## src/rtl/pwm_quad_pkg.sv

```systemverilog
package pwm_quad_pkg;
   localparam int BUS_AW     = 8;
   localparam int MAX_CH     = 8;
   localparam int PERIOD_MIN = 2;
   localparam int PERIOD_RST = 2;
   localparam int LOW_RST    = 1;

   localparam logic [BUS_AW-1:0] OFS_INV  = 8'h40;
   localparam logic [BUS_AW-1:0] OFS_RUN  = 8'h44;
   localparam logic [BUS_AW-1:0] OFS_STAT = 8'h48;
   localparam logic [BUS_AW-1:0] OFS_RLD  = 8'h4C;
   localparam logic [BUS_AW-1:0] OFS_DIR  = 8'hD0;
endpackage

```

## src/rtl/pwm_quad_regs.sv

```systemverilog
module pwm_quad_regs
   import pwm_quad_pkg::*;
#(
   parameter int NUM_CH = 4,
   parameter int CNT_W  = 30,
   parameter int DATA_W = 32
) (
   input  logic                          clk,
   input  logic                          rst_n,
   input  logic                          bus_wr,
   input  logic                          bus_rd,
   input  logic [BUS_AW-1:0]             bus_addr,
   input  logic [DATA_W-1:0]             bus_wdata,
   output logic [DATA_W-1:0]             bus_rdata,
   output logic [NUM_CH-1:0][CNT_W-1:0]  prog_period,
   output logic [NUM_CH-1:0][CNT_W-1:0]  prog_low,
   output logic [NUM_CH-1:0]             run_q,
   output logic [NUM_CH-1:0]             inv_q,
   output logic [NUM_CH-1:0]             dir_q,
   output logic [NUM_CH-1:0]             start_load,
   output logic [NUM_CH-1:0]             reload_arm,
   input  logic [NUM_CH-1:0]             reload_done
);
   localparam int IDX_W = 3;

   logic              word_ok;
   logic              in_chan_win;
   logic [IDX_W-1:0]  ch_idx;
   logic [NUM_CH-1:0] wbits;
   logic [NUM_CH-1:0] rld_q;
   logic [NUM_CH-1:0] stat_q;
   logic [NUM_CH-1:0] stat_set;
   logic              stat_clr;
   logic              wr_run, wr_rld;

   assign word_ok     = (bus_addr[1:0] == 2'b00);
   assign in_chan_win = word_ok && (bus_addr[7:6] == 2'b00);
   assign ch_idx      = bus_addr[5:3];
   assign wbits       = bus_wdata[NUM_CH-1:0];
   assign wr_run      = bus_wr && (bus_addr == OFS_RUN);
   assign wr_rld      = bus_wr && (bus_addr == OFS_RLD);

   if (CNT_W < DATA_W) begin : g_wsink
      logic unused_wbits;
      assign unused_wbits = ^bus_wdata[DATA_W-1:CNT_W];
   end

   // per-channel programmed values
   for (genvar n = 0; n < NUM_CH; n++) begin : g_prog
      logic             sel_low, sel_per;
      logic [CNT_W-1:0] low_r, per_r, per_in;

      assign sel_low = bus_wr && in_chan_win && (ch_idx == IDX_W'(n)) && !bus_addr[2];
      assign sel_per = bus_wr && in_chan_win && (ch_idx == IDX_W'(n)) &&  bus_addr[2];
      assign per_in  = (bus_wdata[CNT_W-1:0] < CNT_W'(PERIOD_MIN)) ?
                       CNT_W'(PERIOD_MIN) : bus_wdata[CNT_W-1:0];

      always_ff @(posedge clk or negedge rst_n) begin
         if (!rst_n) begin
            low_r <= CNT_W'(LOW_RST);
            per_r <= CNT_W'(PERIOD_RST);
         end else begin
            if (sel_low) low_r <= bus_wdata[CNT_W-1:0];
            if (sel_per) per_r <= per_in;
         end
      end

      assign prog_low[n]    = low_r;
      assign prog_period[n] = per_r;

      AST_PERIOD_FLOOR: assert property (@(posedge clk) disable iff (!rst_n)
         per_r >= CNT_W'(PERIOD_MIN));
   end

   // shared control words
   assign start_load = wr_run ? (wbits & ~run_q) : '0;
   assign reload_arm = wr_rld ? (rld_q & ~wbits) : '0;
   assign stat_set   = reload_done | (wr_run ? (run_q & ~wbits) : '0);
   assign stat_clr   = bus_rd && (bus_addr == OFS_STAT);

   always_ff @(posedge clk or negedge rst_n) begin
      if (!rst_n) begin
         run_q  <= '0;
         inv_q  <= '0;
         dir_q  <= '0;
         rld_q  <= '0;
         stat_q <= '0;
      end else begin
         if (wr_run) run_q <= wbits;
         if (wr_rld) rld_q <= wbits;
         if (bus_wr && bus_addr == OFS_INV) inv_q <= wbits;
         if (bus_wr && bus_addr == OFS_DIR) dir_q <= wbits;
         stat_q <= (stat_clr ? '0 : stat_q) | stat_set;
      end
   end

   // read mux
   always_comb begin
      bus_rdata = '0;
      for (int n = 0; n < NUM_CH; n++) begin
         if (in_chan_win && ch_idx == IDX_W'(n))
            bus_rdata = bus_addr[2] ? DATA_W'(prog_period[n]) : DATA_W'(prog_low[n]);
      end
      case (bus_addr)
         OFS_INV:  bus_rdata = DATA_W'(inv_q);
         OFS_RUN:  bus_rdata = DATA_W'(run_q);
         OFS_STAT: bus_rdata = DATA_W'(stat_q);
         OFS_RLD:  bus_rdata = DATA_W'(rld_q);
         OFS_DIR:  bus_rdata = DATA_W'(dir_q);
         default:  ;
      endcase
   end

   AST_STAT_RDCLR: assert property (@(posedge clk) disable iff (!rst_n)
      (stat_clr && stat_set == '0) |=> (stat_q == '0));
   AST_ARM_ON_FALL: assert property (@(posedge clk) disable iff (!rst_n)
      (reload_arm != '0) |=> ((rld_q & $past(reload_arm)) == '0));
endmodule

```

## src/rtl/pwm_chan_core.sv

```systemverilog
module pwm_chan_core
   import pwm_quad_pkg::*;
#(
   parameter int CNT_W   = 30,
   parameter bit REG_OUT = 1'b0
) (
   input  logic             clk,
   input  logic             rst_n,
   input  logic             run,
   input  logic             start_load,
   input  logic             reload_arm,
   input  logic             invert,
   input  logic [CNT_W-1:0] prog_period,
   input  logic [CNT_W-1:0] prog_low,
   output logic             wave,
   output logic             reload_done
);
   logic [CNT_W-1:0] cnt_q, wp_q, wl_q, hi_len;
   logic             pend_q, wrap, do_reload, wave_c;

   assign wrap        = (cnt_q == wp_q - CNT_W'(1));
   assign hi_len      = (wl_q >= wp_q) ? '0 : (wp_q - wl_q);
   assign do_reload   = run && wrap && (pend_q || reload_arm);
   assign reload_done = do_reload && !start_load;

   always_ff @(posedge clk or negedge rst_n) begin
      if (!rst_n) begin
         cnt_q  <= '0;
         wp_q   <= CNT_W'(PERIOD_RST);
         wl_q   <= CNT_W'(LOW_RST);
         pend_q <= 1'b0;
      end else if (start_load) begin
         cnt_q  <= '0;
         wp_q   <= prog_period;
         wl_q   <= prog_low;
         pend_q <= 1'b0;
      end else if (!run) begin
         cnt_q  <= '0;
         pend_q <= 1'b0;
      end else if (wrap) begin
         cnt_q  <= '0;
         pend_q <= 1'b0;
         if (do_reload) begin
            wp_q <= prog_period;
            wl_q <= prog_low;
         end
      end else begin
         cnt_q <= cnt_q + CNT_W'(1);
         if (reload_arm) pend_q <= 1'b1;
      end
   end

   assign wave_c = run & ((cnt_q < hi_len) ^ invert);

   if (REG_OUT) begin : g_flop_out
      always_ff @(posedge clk or negedge rst_n) begin
         if (!rst_n) wave <= 1'b0;
         else        wave <= wave_c;
      end
   end else begin : g_comb_out
      assign wave = wave_c;
   end

   AST_CNT_IN_PERIOD: assert property (@(posedge clk) disable iff (!rst_n)
      run |-> (cnt_q < wp_q));
   AST_LOAD_ZERO: assert property (@(posedge clk) disable iff (!rst_n)
      start_load |=> (cnt_q == '0));
   AST_WORK_HOLD: assert property (@(posedge clk) disable iff (!rst_n)
      (run && !start_load && !wrap) |=> ($stable(wp_q) && $stable(wl_q)));
   AST_WRAP_ZERO: assert property (@(posedge clk) disable iff (!rst_n)
      (run && wrap && !start_load) |=> (cnt_q == '0));
endmodule

```

## src/rtl/pwm_quad_shadow.sv

```systemverilog
module pwm_quad_shadow
   import pwm_quad_pkg::*;
#(
   parameter int NUM_CH  = 4,
   parameter int CNT_W   = 30,
   parameter int DATA_W  = 32,
   parameter bit REG_OUT = 1'b0
) (
   input  logic              clk,
   input  logic              rst_n,
   input  logic              bus_wr,
   input  logic              bus_rd,
   input  logic [BUS_AW-1:0] bus_addr,
   input  logic [DATA_W-1:0] bus_wdata,
   output logic [DATA_W-1:0] bus_rdata,
   output logic [NUM_CH-1:0] pwm_out,
   output logic [NUM_CH-1:0] pwm_oe
);
   if (NUM_CH < 1 || NUM_CH > MAX_CH) begin : g_bad_ch
      $error("NUM_CH must lie in 1..8");
   end
   if (CNT_W < 2 || CNT_W > DATA_W) begin : g_bad_cnt
      $error("CNT_W must lie in 2..DATA_W");
   end
   if (DATA_W < MAX_CH) begin : g_bad_data
      $error("DATA_W too narrow for control words");
   end

   logic [NUM_CH-1:0][CNT_W-1:0] prog_period, prog_low;
   logic [NUM_CH-1:0]            run_q, inv_q, dir_q;
   logic [NUM_CH-1:0]            start_load, reload_arm, reload_done;

   pwm_quad_regs #(.NUM_CH(NUM_CH), .CNT_W(CNT_W), .DATA_W(DATA_W)) regs_i (
      .clk(clk), .rst_n(rst_n), .bus_wr(bus_wr), .bus_rd(bus_rd),
      .bus_addr(bus_addr), .bus_wdata(bus_wdata), .bus_rdata(bus_rdata),
      .prog_period(prog_period), .prog_low(prog_low),
      .run_q(run_q), .inv_q(inv_q), .dir_q(dir_q),
      .start_load(start_load), .reload_arm(reload_arm),
      .reload_done(reload_done)
   );

   for (genvar n = 0; n < NUM_CH; n++) begin : g_chan
      pwm_chan_core #(.CNT_W(CNT_W), .REG_OUT(REG_OUT)) core_i (
         .clk(clk), .rst_n(rst_n),
         .run(run_q[n]), .start_load(start_load[n]),
         .reload_arm(reload_arm[n]), .invert(inv_q[n]),
         .prog_period(prog_period[n]), .prog_low(prog_low[n]),
         .wave(pwm_out[n]), .reload_done(reload_done[n])
      );

      if (REG_OUT) begin : g_chk_flop
         AST_STOPPED_LOW: assert property (@(posedge clk) disable iff (!rst_n)
            !run_q[n] |=> !pwm_out[n]);
      end else begin : g_chk_comb
         AST_STOPPED_LOW: assert property (@(posedge clk) disable iff (!rst_n)
            !run_q[n] |-> !pwm_out[n]);
      end
   end

   assign pwm_oe = dir_q;
endmodule

```

## config.mk

```make
export PLATFORM = sky130hd
export DESIGN_NAME = pwm_quad_shadow
export DESIGN_NICKNAME = d
export VERILOG_FILES = /design/src/rtl/pwm_quad_pkg.sv /design/src/rtl/pwm_quad_regs.sv /design/src/rtl/pwm_chan_core.sv /design/src/rtl/pwm_quad_shadow.sv
export SDC_FILE = /design/constraint.sdc
export NUM_CORES = 2
export LEC_CHECK = 0
export BUFFER_PORTS_ARGS = -buffer_cell sky130_fd_sc_hd__buf_2
export CAP_MARGIN = 20
export CORE_MARGIN = 5
export CORE_UTILIZATION = 45
export DETAILED_ROUTE_END_ITERATION = 12
export GPL_ROUTABILITY_DRIVEN = 0
export GPL_TIMING_DRIVEN = 0
export PLACE_DENSITY = 0.61
export SYNTH_ARGS = -nofsm -noshare
export SYNTH_HDL_FRONTEND = slang
export SYNTH_HIERARCHICAL = 1
export SYNTH_SLANG_ARGS = --single-unit
```

## constraint.sdc

```tcl
create_clock -name clk -period 8 [get_ports clk]
set_input_delay 0.4 -clock clk [delete_from_list [all_inputs] [get_ports clk]]
set_output_delay 0.4 -clock clk [all_outputs]
set_load 0.03 [all_outputs]
```

==> impl_metrics.ini <==
[clock_tree]
cts_max_level = 3
cts.clk_slew.worst_paths_ns = 0.06
clockRootBuffer = clkbuf_16
clk_latency_ns = 0.61
clock_sinks = 624
numCtsBuffers = 69
cts_tree = built
cts_max_path_buffers = 3

[pwr]
power_density_mw_per_mm2 = 155
peakVddDrop_v = 0.000142
cellLeakagePower_nw = 22.7
finalPower_mw = 7.24

[worst_hold_path]
hold_path.class = in -> reg

[yosys]
synth_compound_area_share_pct = 10.2
ys_seq_area_share_pct = 37.0
muxShareOfSynthArea_pct = 19.6
synth_fa_ha_area_share_pct = 7.42
yosys_warnings = 6
synth_top_family_by_area = multiplexers
yosysUniqueCellTypes = 103
synth_xor_area_share_pct = 7.01
synthFlopType = dfrtp_1
syn-cell-area_mm2 = 0.0422
syn_avg_cell_area_um2 = 10.7
yosys.area_share.simple_pct = 14.6
syn_inst = 3933
postSynth.asyncResetShare_pct = 100
ys_seq_elements = 624
synth-edff-count = 0

[timing]
min_period_over_period_pct = 93.8
setup_viol = 0
fmax_mhz = 133
slew-limit-headroom_pct = 26.8
worst_pin_slew_ns = 1.09
hold_viol = 0
fin_worst_hold_slack_ns = 0.224
grt_setup_unrepaired = false
maxSlewViolCount = 0
fin_skew_ns = 0.0131
period_needed_ns = 7.50
setup_tns_ns = 0

[place]
numPortBuffers = 78
postPlaceCellArea_mm2 = 0.0443
place_inst = 5271
hpwlAfterDp_um = 95500

[critical_path]
reg2reg_depth = 13
cp.arrival_ns = 7.10
required_ns = 7.60
endpoint_kind = output pin
r2r-end = regs_i/stat_q[3]
cp_max_fo = 10
crit_top_cell = o21ai_0
crit_end = pwm_out[3]
cpPeakStageDelay_ns = 0.62
r2r-start = g_chan[3].core_i/wp_q[18]
critPathLaunchType = register
crit_type = reg -> out
crit_start = g_chan[3].core_i/wl_q[0]
rrSetupSlack_ns = 3.35
slowest_stage = a2111oi_0
crit_chain = ha_1 -> inv_1 -> fa_1 -> a21oi_1 -> o21ai_0 -> a2111oi_0 -> o21ai_0 -> a211oi_2 -> nor2b_1 -> o21a_1 -> clkbuf_1 -> buf_1 -> nand2_1 -> ha_1 -> a2111oi_0 -> o21a_1 -> o31ai_1 -> o21ai_0 -> a21oi_1 -> a211oi_1 -> o21ai_0 -> xnor2_1 -> and2_1 -> buf_2

[global_route]
antenna_found_initial = 10
grt_pass1_vias = 30500
track_usage_pct = 24.2
grt_first_pass_wirelength_um = 187000
grt_overflow = 0
grt_max_degree = 127

[floorplanning]
die_area_mm2 = 0.100
die_h_um = 316
start_util_pct = 45.3
row_count = 112
boundaryPins = 84
coreArea_mm2 = 0.0932
die_w_um = 316

[detailed_routing]
drtAntennaViolNets = 0
vias = 30900
vias_per_cell = 5.72
drc = 0
drt-pass1-iter-count = 8
drt-total-wl_um = 122000
routedWlPerCell_um = 22.6
drtIter0Drc = 2375

[final_layout]
layout-drive-gt1-share_pct = 20.8
fin_cells = 5402
nets = 4382
finalInstanceArea_mm2 = 0.0468
syn2layout_area_growth_pct = 10.8

[status]
status = completed

[job]
max_cap_violations = 0
[registers in the layout, summed over array words and instances (netlist names), 120 cells and up]
register             count
g_chan.core_i/cnt_q    120
regs_i/g_prog.per_r    120
regs_i/g_prog.low_r    120
g_chan.core_i/wl_q     120
g_chan.core_i/wp_q     120
[worst max-delay path: cells and delay by family (launching register included)]
family / cells / cell delay [ns]
flip-flops: 1 / 0.56
AND/OR/NAND/NOR: 3 / 0.42
adder cells (fa/ha/maj): 3 / 0.81
AO/OA/AOI/OAI: 13 / 3.66
XOR/XNOR: 1 / 0.21
buffers and inverters: 4 / 0.83
[layer usage]
layer / routed length, um / global-route usage (%) / up-vias / share of wire [%]
li1: - / - / 14800 / -
met1: 57100 / 34.6 / 15100 / 47
met2: 51300 / 35.7 / 821 / 42
met3: 8340 / 5.42 / 200 / 6.8
met4: 5530 / 9.76 / 4 / 4.5
met5: 27 / 0 / - / 0.022
[synthesized netlist by cell type (all sizes together) (85+ instances only)]
library cell  number  share of area, %
xor2             164               3.4
xnor2            174               3.6
nor3             129               1.6
ha               244               7.2
nor2             231               2.1
a21oi            133               1.6
nand4             85               1.3
dfrtp            608                36
a21o              89               1.6
nand3             94               1.2
mux2             499                15
o21ai            117               1.4
nand2            275               2.5
inv              176               1.6
[repair_timing]
action                                 4_1_cts  5_1_grt
endpoints found under the hold margin       67        0
hold buffers                                 1        0
setup buffers                                0        0
gates resized for setup                      0        1
setup endpoints to repair                    0        1
[cell usage in the layout (no fill, tap or decap), types with 83 or more instances in the layout]
cell type / instances
a21o_1: 89
a21oi_1: 133
buf_2: 120
clkbuf_1: 96
dfrtp_1: 608
ha_1: 244
inv_1: 176
mux2_2: 200
mux2_4: 244
nand2_1: 274
nand3_1: 92
nand4_1: 83
nor2_1: 231
nor3_1: 124
o21ai_0: 117
xnor2_1: 174
xor2_1: 164
[metrics by stage]
stage	setup slack, ns	utilization [%]
finish	0.496	50.2
global route	0.144	50.2
CTS	0.246	50.1
detailed placement	0.925	47.6
global placement	-6.90	47.4
floorplan	2.60	-
[power by group]
| group | leakage (nW) | switching, mW | total [mW] | internal [mW] |
|---|---|---|---|---|
| clock network | 1.17 | 1.32 | 3.37 | 2.05 |
| logic | 12.9 | 0.352 | 0.558 | 0.206 |
| registers | 8.62 | 0.0817 | 3.31 | 3.22 |
| total | 22.7 | 1.75 | 7.24 | 5.48 |
[how the worst min path moves through the flow]
stage / startpoint / end / slack, ns / cells past startpoint
after floorplan: rst_n / g_chan[0].core_i/cnt_q[0] / 0.10 / 0
after global placement: g_chan[2].core_i/pend_q / g_chan[2].core_i/pend_q / 0.47 / 2
after detailed placement: rst_n / g_chan[2].core_i/wp_q[9] / 0.42 / 1
after CTS: bus_wdata[3] / regs_i/rld_q[3] / 0.18 / 2
after global routing: bus_wdata[3] / regs_i/rld_q[3] / 0.22 / 2
final: bus_wdata[3] / regs_i/rld_q[3] / 0.22 / 2
[logic make-up (layout without fill, tap and decap cells)]
kind of cell,count (synthesis),after routing
muxes,602,602
adders and majority gates,248,248
AOI/OAI and AO/OA,631,631
and+or+nand+nor,1149,1149
buffers and inverters,340,549
xor gates and xnor gates,338,338
other,1,7
DFF,624,624
[final cells by class]
class / instances / area [um^2]
fill: 8448 / 46400
timing repair buffer: 85 / 553
inverter: 176 / 661
antenna: 5 / 12.5
clock inverter: 22 / 335
clock buffer: 102 / 2070
multi-input combinational: 2970 / 24900
sequential: 624 / 15600
buffer: 164 / 1020
tap: 1254 / 1570
(Power assumes the default switching activity.)
